**config.mk**
```make
export PLATFORM = sky130hd
export DESIGN_NAME = kwdt_top
export DESIGN_NICKNAME = d
export VERILOG_FILES = /design/src/rtl/kwdt_pkg.sv /design/src/rtl/kwdt_regif.sv /design/src/rtl/kwdt_counter.sv /design/src/rtl/kwdt_pulse.sv /design/src/rtl/kwdt_top.sv
export SDC_FILE = /design/constraint.sdc
export NUM_CORES = 1
export LEC_CHECK = 0
export ABC_AREA = 1
export BUFFER_PORTS_ARGS = -buffer_cell sky130_fd_sc_hd__buf_2
export CAP_MARGIN = 20
export CORE_MARGIN = 4
export CORE_UTILIZATION = 60
export DETAILED_ROUTE_END_ITERATION = 7
export HOLD_SLACK_MARGIN = 0.08
export PLACE_DENSITY = 0.84
export REMOVE_ABC_BUFFERS = 1
export SYNTH_ARGS = -nofsm -noshare
export SYNTH_HDL_FRONTEND = slang
export SYNTH_SLANG_ARGS = --single-unit
```
**constraint.sdc**
```tcl
create_clock -name clk -period 3.8 [get_ports clk]
set_input_delay 0.57 -clock clk [delete_from_list [all_inputs] [get_ports clk]]
set_output_delay 0.57 -clock clk [all_outputs]
set_load 0.03 [all_outputs]
```
**src/rtl/kwdt_pkg.sv**
```systemverilog
package kwdt_pkg;
  typedef enum logic {
    KEY_WAIT = 1'b0,
    KEY_ARMED = 1'b1
  } key_state_e;
endpackage

```
**src/rtl/kwdt_regif.sv**
```systemverilog
module kwdt_regif
  import kwdt_pkg::*;
#(
  parameter int DATA_W = 8,
  parameter logic [DATA_W-1:0] ARM_KEY = 8'h55,
  parameter logic [DATA_W-1:0] FIRE_KEY = 8'hAA
) (
  input  logic              clk,
  input  logic              rst,
  input  logic              wr_en,
  input  logic              wr_sel,
  input  logic [DATA_W-1:0] wr_data,
  output logic              clr_o,
  output logic              disabled_o
);
  key_state_e state_q;
  logic key_wr, arm_hit, fire_hit;

  assign key_wr   = wr_en && !wr_sel;
  assign arm_hit  = key_wr && (wr_data == ARM_KEY);
  assign fire_hit = key_wr && (wr_data == FIRE_KEY);
  assign clr_o    = fire_hit && (state_q == KEY_ARMED);

  always_ff @(posedge clk) begin
    if (rst) begin
      state_q <= KEY_WAIT;
    end else if (clr_o) begin
      state_q <= KEY_WAIT;
    end else if (arm_hit) begin
      state_q <= KEY_ARMED;
    end
  end

  always_ff @(posedge clk) begin
    if (rst) begin
      disabled_o <= 1'b0;
    end else if (wr_en && wr_sel) begin
      disabled_o <= wr_data[0];
    end
  end

  // a successful clear sends the key logic back to waiting
  p_clear_rewaits_r8: assert property (@(posedge clk) disable iff (rst)
    (key_wr && wr_data == FIRE_KEY && state_q == KEY_ARMED) |=> (state_q == KEY_WAIT));

  // writes that are not key values do not disturb the key state
  p_filler_keeps_r7: assert property (@(posedge clk) disable iff (rst)
    (wr_en && (wr_sel || (wr_data != ARM_KEY && wr_data != FIRE_KEY))) |=> $stable(state_q));
endmodule

```
**src/rtl/kwdt_counter.sv**
```systemverilog
module kwdt_counter #(
  parameter int CNT_W = 8
) (
  input  logic             clk,
  input  logic             rst,
  input  logic             enable,
  input  logic             hold,
  input  logic             clr,
  output logic             expire_o,
  output logic [CNT_W-1:0] cnt_o
);
  localparam logic [CNT_W-1:0] CNT_MAX = {CNT_W{1'b1}};

  logic [CNT_W-1:0] cnt_q;

  assign cnt_o    = cnt_q;
  assign expire_o = enable && !hold && !clr && (cnt_q == CNT_MAX);

  always_ff @(posedge clk) begin
    if (rst) begin
      cnt_q <= '0;
    end else if (clr || expire_o) begin
      cnt_q <= '0;
    end else if (enable && !hold) begin
      cnt_q <= cnt_q + 1'b1;
    end
  end

  // counter sits at zero while the pulse is active
  p_hold_zero_r4: assert property (@(posedge clk) disable iff (rst)
    hold |=> (cnt_q == '0));

  // disabled counter is frozen unless cleared
  p_frozen_off_r9: assert property (@(posedge clk) disable iff (rst)
    (!enable && !clr && !hold) |=> $stable(cnt_q));

  // an accepted clear zeroes the counter
  p_clear_zero_r5: assert property (@(posedge clk) disable iff (rst)
    clr |=> (cnt_q == '0));
endmodule

```
**src/rtl/kwdt_pulse.sv**
```systemverilog
module kwdt_pulse #(
  parameter int PULSE_LEN = 512
) (
  input  logic clk,
  input  logic rst,
  input  logic start,
  output logic pulse_o
);
  localparam int REM_W = $clog2(PULSE_LEN);
  localparam logic [REM_W-1:0] REM_INIT = REM_W'(PULSE_LEN - 1);

  logic [REM_W-1:0] rem_q;

  always_ff @(posedge clk) begin
    if (rst) begin
      pulse_o <= 1'b0;
      rem_q   <= '0;
    end else if (pulse_o) begin
      if (rem_q == '0) begin
        pulse_o <= 1'b0;
      end else begin
        rem_q <= rem_q - 1'b1;
      end
    end else if (start) begin
      pulse_o <= 1'b1;
      rem_q   <= REM_INIT;
    end
  end

  // the pulse cannot end while time remains
  p_width_holds_r3: assert property (@(posedge clk) disable iff (rst)
    (pulse_o && rem_q != '0) |=> pulse_o);
endmodule

```
**src/rtl/kwdt_top.sv**
```systemverilog
module kwdt_top #(
  parameter int CNT_W = 8,
  parameter int DATA_W = 8,
  parameter int PULSE_LEN = 512,
  parameter logic [DATA_W-1:0] ARM_KEY = 8'h55,
  parameter logic [DATA_W-1:0] FIRE_KEY = 8'hAA
) (
  input  logic              clk,
  input  logic              rst,
  input  logic              wr_en,
  input  logic              wr_sel,
  input  logic [DATA_W-1:0] wr_data,
  output logic              rst_pulse_o
);
  localparam logic [CNT_W-1:0] CNT_MAX = {CNT_W{1'b1}};

  logic clr, disabled, expire;
  logic [CNT_W-1:0] cnt;

  kwdt_regif #(
    .DATA_W(DATA_W), .ARM_KEY(ARM_KEY), .FIRE_KEY(FIRE_KEY)
  ) regif_i (
    .clk(clk), .rst(rst), .wr_en(wr_en), .wr_sel(wr_sel), .wr_data(wr_data),
    .clr_o(clr), .disabled_o(disabled)
  );

  kwdt_counter #(.CNT_W(CNT_W)) counter_i (
    .clk(clk), .rst(rst), .enable(!disabled), .hold(rst_pulse_o), .clr(clr),
    .expire_o(expire), .cnt_o(cnt)
  );

  kwdt_pulse #(.PULSE_LEN(PULSE_LEN)) pulse_i (
    .clk(clk), .rst(rst), .start(expire), .pulse_o(rst_pulse_o)
  );

  // a pulse only begins from a full counter
  p_fire_at_max_r2: assert property (@(posedge clk) disable iff (rst)
    $rose(rst_pulse_o) |-> ($past(cnt) == CNT_MAX));

  // a disabled watchdog never starts a pulse
  p_no_fire_off_r9: assert property (@(posedge clk) disable iff (rst)
    $rose(rst_pulse_o) |-> !$past(disabled));

  // an accepted clear suppresses expiry on the same edge
  p_clear_wins_r10: assert property (@(posedge clk) disable iff (rst)
    (clr && !rst_pulse_o) |=> !rst_pulse_o);
endmodule

```
# Word level (Yosys, flattened, before mapping)
# Index checks and enable logic that the tools add are counted.
[word_totals]
reg_bits = 20
out_inout_bits = 1
wordCells = 35
in_bits = 12
[op_classes]
n_addsub = 2
eq_ne = 4
n_mux = 6
n_reduce_logical = 18
[op_table]
columns = ["operator", "count"]
rows = [
  ["$mux 9", 3],
  ["$eq 8x8->1 const B", 2],
  ["$logic_not 9->1", 1],
  ["$sub 9x1->9 const B", 1],
  ["$add 8x1->8 const B", 1],
  ["$eq 8x7->1 const B", 1],
  ["$logic_and 1x1->1", 8],
  ["$logic_not 1->1", 4],
  ["$reduce_or 2->1", 2],
  ["$mux 1", 3],
  ["$ne 2x2->1 const B", 1],
  ["$reduce_and 2->1", 1],
  ["$reduce_bool 2->1", 1],
  ["$logic_or 1x1->1", 1],
]

# Longest topological paths before layout
# Gate-level depths: netlist of run 1.
[logic_depth]
depth_word = 9
depth_mapped = 10
mapped_depth_nobuf = 10

# Modules after synthesis
# A second synthesis of run 1 with hierarchy kept.
[hier_totals]
hier_cells = 183
area_unflattened_um2 = 1228.7
[by_module_without_submodules]
columns = ["mod", "n_inst", "area_each_um2", "seq_area_each_um2", "cells_each"]
rows = [
  ["kwdt_pulse", 1, 586.8, 200.2, 87],
  ["kwdt_counter", 1, 476.7, 160.2, 64],
  ["kwdt_regif", 1, 161.4, 40.0, 31],
  ["kwdt_top", 1, 3.8, 0.0, 1],
]

# Least setup slack after synthesis of run 1
# OpenSTA, ideal clock, no wires.
[synth_path]
kind = "input to register"
startpoint = "in wr_data[0]"
endpoint = "reg pulse_i.rem_q[6]"
arrival_time_ns = 1.278
path_slack_ns = 2.406
path_buffers = 0
t_required_ns = 3.685
stages = 8
setup_ns = 0.115
path_cell_list = "inv_1 -> nand2_1 -> nor2_1 -> nand3_2 -> nand3_4 -> nand2_4 -> o21ai_0 -> inv_1"
[synth_between]
elab_chain_cells = 8
[synth_rtl]
columns = ["item", "line_no", "text"]
rows = [
  ["start, declared", "kwdt_top.sv:12", "input logic [DATA_W-1:0] wr_data,"],
  ["$eq 8x8->1", "kwdt_regif.sv:21", "assign fire_hit = key_wr && (wr_data == FIRE_KEY);"],
  ["$logic_and 1x1->1", "kwdt_regif.sv:21", ""],
  ["$logic_and 1x1->1", "kwdt_regif.sv:22", "assign clr_o = fire_hit && (state_q == KEY_ARMED);"],
  ["$logic_not 1->1", "kwdt_counter.sv:17", "assign expire_o = enable && !hold && !clr && (cnt_q == CNT_MAX);"],
  ["$logic_and 1x1->1 (2 in series)", "kwdt_counter.sv:17", ""],
  ["$reduce_bool 2->1 (no source line)", "-", ""],
  ["$reduce_and 2->1 (no source line)", "-", ""],
  ["end signal, assigned", "kwdt_pulse.sv:22", "rem_q <= rem_q - 1'b1;"],
  ["end, declared", "kwdt_pulse.sv:12", "logic [REM_W-1:0] rem_q;"],
]
# No other way between the ends.
# A chain may end at the register's enable or synchronous reset.

# Worst setup path after layout of run 1
[layout_path]
startpoint = "reg pulse_i.pulse_o"
endpoint = "out rst_pulse_o"
[layout_lines]
columns = ["item", "line_no", "text"]
rows = [
  ["start, declared", "kwdt_pulse.sv:7", "output logic pulse_o"],
  ["start signal, assigned", "kwdt_pulse.sv:16", "pulse_o <= 1'b0;"],
  ["start signal, assigned", "kwdt_pulse.sv:20", "pulse_o <= 1'b0;"],
  ["start signal, assigned", "kwdt_pulse.sv:25", "pulse_o <= 1'b1;"],
  ["end, declared", "kwdt_top.sv:13", "output logic rst_pulse_o"],
]
# No word-level cell between the ends.

==> results.md, run 1 <==
- Clock-pin slew on the worst setup and hold paths: 0.11 ns
- Nets: 188
- Worst R2R End: pulse_i.rem_q[6]
- Met2 wire length: 1.10 mm
- Number of clock sinks: 20
- Port buffer count: 12
- Multi-input logic area: 632 sq um
- Top post-synthesis cells by area: dfxtp_1 (36%), nand2_1 (11%), nor2_1 (8.3%)
- Initial Utilization: 64.5%
- Run status: finished clean
- Worst Hold End: regif_i.state_q
- Crit-path cells: buf_2
- Power per Cell Area: 297 mW/mm^2
- Die Y: 51.3 microns
- Post-synth cell types: 28
- Inserted Diodes: 0
- Core area: 0.00175 sq mm
- Design Area, Final: 0.00124 sq mm
- Reg2Reg Depth: 9
- GR Overflow Total: 0
- Placed Cells: 194
- Worst path max stage delay: 0.67 ns
- Count leader, synth: nand2_1
- Area of placed instances: 0.00121 sq mm
- Hold buffers post-CTS: 0
- Layout Skew: 0.00776 ns
- Ys flop type: dfxtp_1
- Synth-to-Final Area Change: 10.3%
- Setup tns final: 0 ns
- Kind of end point of the critical path: output port
- Period utilization: 48.3%
- FMAX: 545 MHz
- Clk_lat worst skew: 0.30 ns
- Unrepaired setup endpoints after global routing: false
- Worst vdd ir: 0.000233 V
- Clock Tree Buf Depth: 2
- Top delay family on crit path: flip-flops
- Slew Limit Headroom: 65.1%
- Drc violations: 0
- Vias per inst: 5.18
- Adder-cell share of the synthesized area: 2.22%
- Hold depth: 2
- Synth cell count leaders: nand2_1 (33), nor2_1 (25), dfxtp_1 (20), inv_1 (20), a21oi_1 (12)
- Post-CTS sizing: 0
- Drt wl/cell: 10.9 microns
- Mean Syn Cell Area: 7.13 sq um
- Largest net degree at the start of global routing: 12
- Post-CTS Setup Inserts: 0
- DRT Pass-1 Iters: 4
- TritonCTS clock tree: built
- Synthesized instance count: 158
- 1st-iter DRT viols: 17
- Hold Crit Class: reg2reg
- Flops & latches, synth: 20
- Critical path startpoint category: flop
- CP max FO: 10
- RePlAce Congestion: 0.859
- Yosys top cell by area: dfxtp_1
- Antenna viol nets, final: 0
- Top layer in use: met4
- RR Startpoint: pulse_i.rem_q[0]
- HP Start: regif_i.state_q
- Slowest cell on the critical path: dfxtp_1
- Filler-free cell count of the finished design: 198
- WS Path Type: reg2out
- Worst Path Required: 3.23 ns
- Vias in the first global route: 958
- Total of max-cap violations: 0
- Layout cell share with drive strength beyond 1: 16.8%
- Die ar.: 0.00263 sq mm
- Hold Fails Final Rpt: 0
- Post-synthesis mux area share: 0%
- Asr flop ratio synth: 0%
- Met3 WL: 68 microns
- Initial antenna violation count: 0
- Count of final setup violators: 0
- Compound-cell area share of the yosys netlist: 10.3%
- Total GRT Usage: 19.0%
- I/O Pins: 13
- TritonCTS Buffers: 3
- DPL Wire Length: 1.68 mm
- Leakage: 0.641 nW
- Post-Route WL: 2.15 mm
- Sequential share of the synthesized area: 35.6%
- First-pass GRT wire length: 3.73 mm
- Yosys top cell area share: 35.6%
- Num rows: 15
- XOR/XNOR Fraction of Synth Area: 3.11%
- Largest family of logic cells by synthesized area: simple AND/OR/NAND/NOR gates
- EDFF count, synth: 0
- Worst Tran Pin Value: 0.523 ns
- Die W: 51.3 microns
- Via count: 1025
- H-Tree Depth: 1
- Netlist Area Pre-Place: 0.00113 sq mm
- CP bufs+invs: 1
- Met1 Routed Length: 919 microns
- FILL cells: 152
- Synth Area in Simple Gates: 40.4%
- R2r setup slk: 2.29 ns
- Worst EP arrival: 1.27 ns
- CTS root buf: clkbuf_4
- Final worst path period need: 1.84 ns
- Sequential cell area: 400 sq um
- Yosys Warn Count: 0
- Pins Over Slew Limit: 0
[cell families (layout without fill, tap and decap cells)]
logic type                 after synthesis  after routing
and+or+nand+nor                         87             87
buffers and inverters                   23             38
AOI/OAI and AO/OA                       22             22
DFF                                     20             20
xor gates and xnor gates                 4              4
adders and majority gates                2              2
[layer usage]
| metal | GRT usage, % | vias up |
|---|---|---|
| met5 | 0 | - |
| met4 | 11.4 | 0 |
| met3 | 3.79 | 9 |
| met2 | 33.7 | 19 |
| met1 | 20.7 | 463 |
| li1 | - | 534 |
[state kept, by name, summed over array words and instances, names as in the netlist]
signal,flops
pulse_i.rem_q,9
pulse_i.pulse_o,1
regif_i.disabled_o,1
regif_i.state_q,1
counter_i.cnt_o,8
[cell usage in the layout (no fill, tap or decap), drive strengths merged]
cell / netlist / final
nor3b: 1 / 1
nor2: 28 / 28
nor3: 3 / 3
buf: 1 / 12
o21ai: 8 / 8
clkbuf: 0 / 4
nand3b: 2 / 2
a21oi: 12 / 12
xor2: 3 / 3
nand4: 2 / 2
nand3: 12 / 12
dfxtp: 20 / 20
clkinv: 1 / 1
nand2: 36 / 36
o21bai: 1 / 1
nor4: 1 / 1
and3: 1 / 1
ha: 2 / 2
xnor2: 1 / 1
a311oi: 1 / 1
inv: 21 / 21
or2: 1 / 1
[stage by stage]
| step | hold WS (ns) | total power, mW | setup slack, ns | util, % |
|---|---|---|---|---|
| CTS | 0.461 | 0.371 | 1.94 | 71.2 |
| detailed placement | 0.445 | 0.251 | 2.14 | 69.1 |
| global route | 0.473 | 0.386 | 1.90 | 71.2 |
| global placement | 0.441 | 0.249 | 2.24 | 69.1 |
| floorplan | 0.428 | 0.239 | 2.34 | - |
| finish | 0.460 | 0.369 | 1.96 | 71.2 |
[layout make-up]
| type | instances | area share (%) |
|---|---|---|
| inverter | 22 | 6.65 |
| timing repair buffer | 12 | 4.83 |
| sequential | 20 | 32.2 |
| tap | 25 | 2.52 |
| clock buffer | 4 | 2.92 |
| multi-input combinational | 115 | 50.9 |
[report_power, final]
group | switching (mW) | total, mW | internal [mW]
clock | 0.0639 | 0.122 | 0.0585
sequential | 0.00455 | 0.218 | 0.214
combinational | 0.0155 | 0.0281 | 0.0126
[worst max-delay path by stage]
stage                                from  slack [ns]  cells past startpoint                to
after global placement         wr_data[0]        2.24                      9  pulse_i.rem_q[6]
final                     pulse_i.pulse_o        1.96                      1       rst_pulse_o
after detailed placement       wr_data[0]        2.14                      9  pulse_i.rem_q[6]
after floorplan           pulse_i.pulse_o        2.34                      7  pulse_i.rem_q[6]
after global routing      pulse_i.pulse_o        1.90                      1       rst_pulse_o
after CTS                 pulse_i.pulse_o        1.94                      1       rst_pulse_o
Note: power is estimated with default switching activity, not from simulation.
==> inputs of run 2 (changes only) <==
ABC_AREA = 0   (was 1)
CORE_UTILIZATION = 55   (was 60)
PLACE_DENSITY = 0.78   (was 0.84)
clock period = 1.75 ns   (was 3.8 ns; I/O delays follow)
==> run 2 against run 1 <==
  * Clock skew shrank 0.0015 ns
  * Routed wire length is 13% higher
  * Synthesized cell count is 25% lower
  * Critical endpoint is now pulse_i.rem_q[0]
  * Cell count is 11% lower
==> results.md, run 2 <==
- Run status: finished clean
- Pins Over Slew Limit: 0 (unchanged)
- Flops & latches, synth: 20 (unchanged)
- Worst R2R End: pulse_i.rem_q[0]
- Post-Route WL: 2.44 mm (+13%)
- Layout Skew: 0.00626 ns (-0.00150 ns)
- Die W: 51.8 microns (+0.97%)
- Leakage: 0.573 nW (-11%)
- Core area: 0.00176 sq mm (+1.1%)
- DRT Pass-1 Iters: 4 (unchanged)
- RR Startpoint: pulse_i.pulse_o
- Hold depth: 3 (+1)
- Power per Cell Area: 585 mW/mm^2 (+97%)
- Critical path startpoint category: flop
- Ys flop type: dfxtp_1
- Hold Crit Class: in2reg
- I/O Pins: 13 (unchanged)
- Yosys top cell by area: dfxtp_1
- Yosys top cell area share: 37.9% (+2.4 points)
- H-Tree Depth: 1 (unchanged)
- HP Start: wr_data[0]
- TritonCTS clock tree: built
- Inserted Diodes: 0 (unchanged)
- Initial Utilization: 59.9% (-4.7 points)
- Post-synth cell types: 36 (+29%)
- Vias in the first global route: 961 (+0.31%)
- Synth cell count leaders: dfxtp_1 (20), nor2_1 (15), inv_1 (10), nand2_1 (10), nor3_1 (7)
- Clk_lat worst skew: 0.31 ns (about the same)
- Kind of end point of the critical path: flop
- FILL cells: 116 (-24%)
- Synthesized instance count: 118 (-25%)
- Worst vdd ir: 0.000586 V (+150%)
- Place WS: -0.0362 ns (-2.18 ns)
- Hold Fails Final Rpt: 0 (unchanged)
- Yosys Warn Count: 0 (unchanged)
- RePlAce Congestion: 0.830 (-3.3%)
- WS Path Type: reg2reg
- DPL Wire Length: 1.63 mm (-3.0%)
- Initial antenna violation count: 0 (unchanged)
- Slew Limit Headroom: 74.6% (+9.5 points)
- Via count: 987 (-3.7%)
- Final worst slack: 0.0407 ns (-1.92 ns)
- Reg2Reg Depth: 6 (-3)
- Synth-to-Final Area Change: 32.1%
- R2r setup slk: 0.04 ns (-2.25 ns)
- GR Overflow Total: 0 (unchanged)
- Clock-pin slew on the worst setup and hold paths: 0.11 ns (about the same)
- Die ar.: 0.00269 sq mm (+2.0%)
- CP max FO: 6 (-4)
- Period utilization: 97.7%
- Worst Tran Pin Value: 0.376 ns (-0.147 ns)
- First-pass GRT wire length: 4.04 mm (+8.3%)
- Clock Tree Buf Depth: 2 (unchanged)
- 1st-iter DRT viols: 29 (+12)
- Largest net degree at the start of global routing: 15 (+3)
- Commonest non-fill, non-tap cell in the layout: buf_4
- CTS root buf: clkbuf_4
- Commonest non-fill, non-tap cells in the layout: buf_4 (20), nor2_1 (15), dfxtp_1 (15)
- Number of clock sinks: 20 (unchanged)
- Port buffer count: 12 (unchanged)
- Worst EP arrival: 1.93 ns (+0.66 ns)
- Top reg by flops: pulse_i.rem_q
- EDFF count, synth: 0 (unchanged)
- Drc violations: 0 (unchanged)
- Top post-synthesis cells by area: dfxtp_1 (38%), nor2_1 (5.3%), a2111oi_4 (5.2%)
- Drt wl/cell: 13.8 microns (+27%)
- Nets: 167 (-11%)
- Hold buffers post-CTS: 0 (unchanged)
- Worst Hold End: regif_i.disabled_o
- Count of final setup violators: 0 (unchanged)
- Count leader, synth: dfxtp_1
- Antenna viol nets, final: 0 (unchanged)
- Layout cell share with drive strength beyond 1: 38.2% (+21 points)
- Total of max-cap violations: 0 (unchanged)
- Setup tns final: 0 ns (unchanged)
- Mean Syn Cell Area: 8.95 sq um (+26%)
- Unrepaired setup endpoints after global routing: true
- FMAX: 585 MHz
- Netlist Area Pre-Place: 0.00106 sq mm (-6.2%)
- Asr flop ratio synth: 0% (unchanged)
- Vias per inst: 5.58 (+7.7%)
- Largest register FFs: 9 (unchanged)
- Die Y: 51.8 microns (+0.97%)
- Tot Pwr: 0.816 mW (+120%)
- Final worst path period need: 1.71 ns
- TritonCTS Buffers: 3 (unchanged)
- Worst Path Required: 1.97 ns (-1.26 ns)
- Sequential share of the synthesized area: 37.9% (+2.4 points)
- Total GRT Usage: 20.1% (+1.1 points)
- Num rows: 15 (unchanged)
-- run 2: cell types whose count changed in the layout (fill, tap and decap cells not counted), sizes merged, moves of 3 or more --
cell    previous run  this run
inv               21        10
nand2             36        10
a21oi             12         7
nand3             12         2
nor3               3         7
buf               12        33
and3               1         5
o21ai              8         2
nor2              28        15
xnor2              1         4
nor4bb             0         4
-- run 2: kinds of logic (layout without fill, tap and decap cells) --
logic type	after synthesis	in the layout	synth area share [%]
AOI/OAI and AO/OA	21	21	18.4
xor gates and xnor gates	7	7	5.81
adders and majority gates	2	2	2.37
buffers and inverters	13	47	4.62
DFF	20	20	37.9
muxes	1	1	1.07
and+or+nand+nor	54	54	29.9
-- run 2: power by group --
group	internal [mW]	switching, mW	total [mW]
Clock	0.127	0.143	0.270
Sequential	0.465	0.00699	0.472
Combinational	0.0367	0.0373	0.0740
-- run 2: final cells by class --
class | instances | area (sq um) | area share [%]
sequential | 20 | 407 | 29.1
multi-input combinational | 85 | 662 | 47.4
clock buffer | 4 | 36.3 | 2.60
timing repair buffer | 33 | 221 | 15.9
inverter | 10 | 37.5 | 2.69
tap | 25 | 31.3 | 2.24
-- run 2: worst max path at each step --
| stage | from | depth (start not counted) | end | slack [ns] |
|---|---|---|---|---|
| 4_1_cts | pulse_i.pulse_o | 5 | pulse_i.rem_q[0] | -0.02 |
| 2_1_floorplan | pulse_i.pulse_o | 4 | pulse_i.rem_q[1] | -0.09 |
| 5_1_grt | pulse_i.rem_q[0] | 8 | pulse_i.rem_q[3] | -0.07 |
| 3_5_place_dp | wr_data[4] | 5 | pulse_i.rem_q[1] | -0.04 |
| 6_report | pulse_i.pulse_o | 6 | pulse_i.rem_q[0] | 0.04 |
| 3_3_place_gp | wr_data[4] | 5 | pulse_i.rem_q[1] | 0.03 |
-- run 2: metrics by stage --
stage	instances	area (sq um)	utilization (%)	hold WS, ns
after floorplan	115	1040	-	0.327
after global placement	165	1230	69.9	0.463
after detailed placement	165	1230	69.9	0.457
after CTS	173	1330	75.3	0.208
after global routing	177	1400	79.1	0.208
final	177	1400	79.1	0.216
-- run 2: timing repair --
| action | 4_1_cts | 5_1_grt |
|---|---|---|
| pin swaps | 3 | 4 |
| gates resized for setup | 6 | 11 |
| setup buffers | 4 | 4 |
| endpoints found under the setup margin | 2 | 13 |
-- run 2: layer usage --
metal	share of wire (%)	vias to the layer above	GRT usage (%)
li1	-	496	-
met1	46	464	23.8
met2	49	24	34.7
met3	4.1	3	3.72
met4	0.90	0	9.17
met5	0	-	0
-- run 2: worst max-delay path, cell delays in order, from the launching register on --
cell and delay, ns:
dfxtp_1 0.33, or3b_4 0.40, nor4_4 0.25, buf_4 0.18, a21oi_4 0.09, buf_6 0.14
a211oi_1 0.22
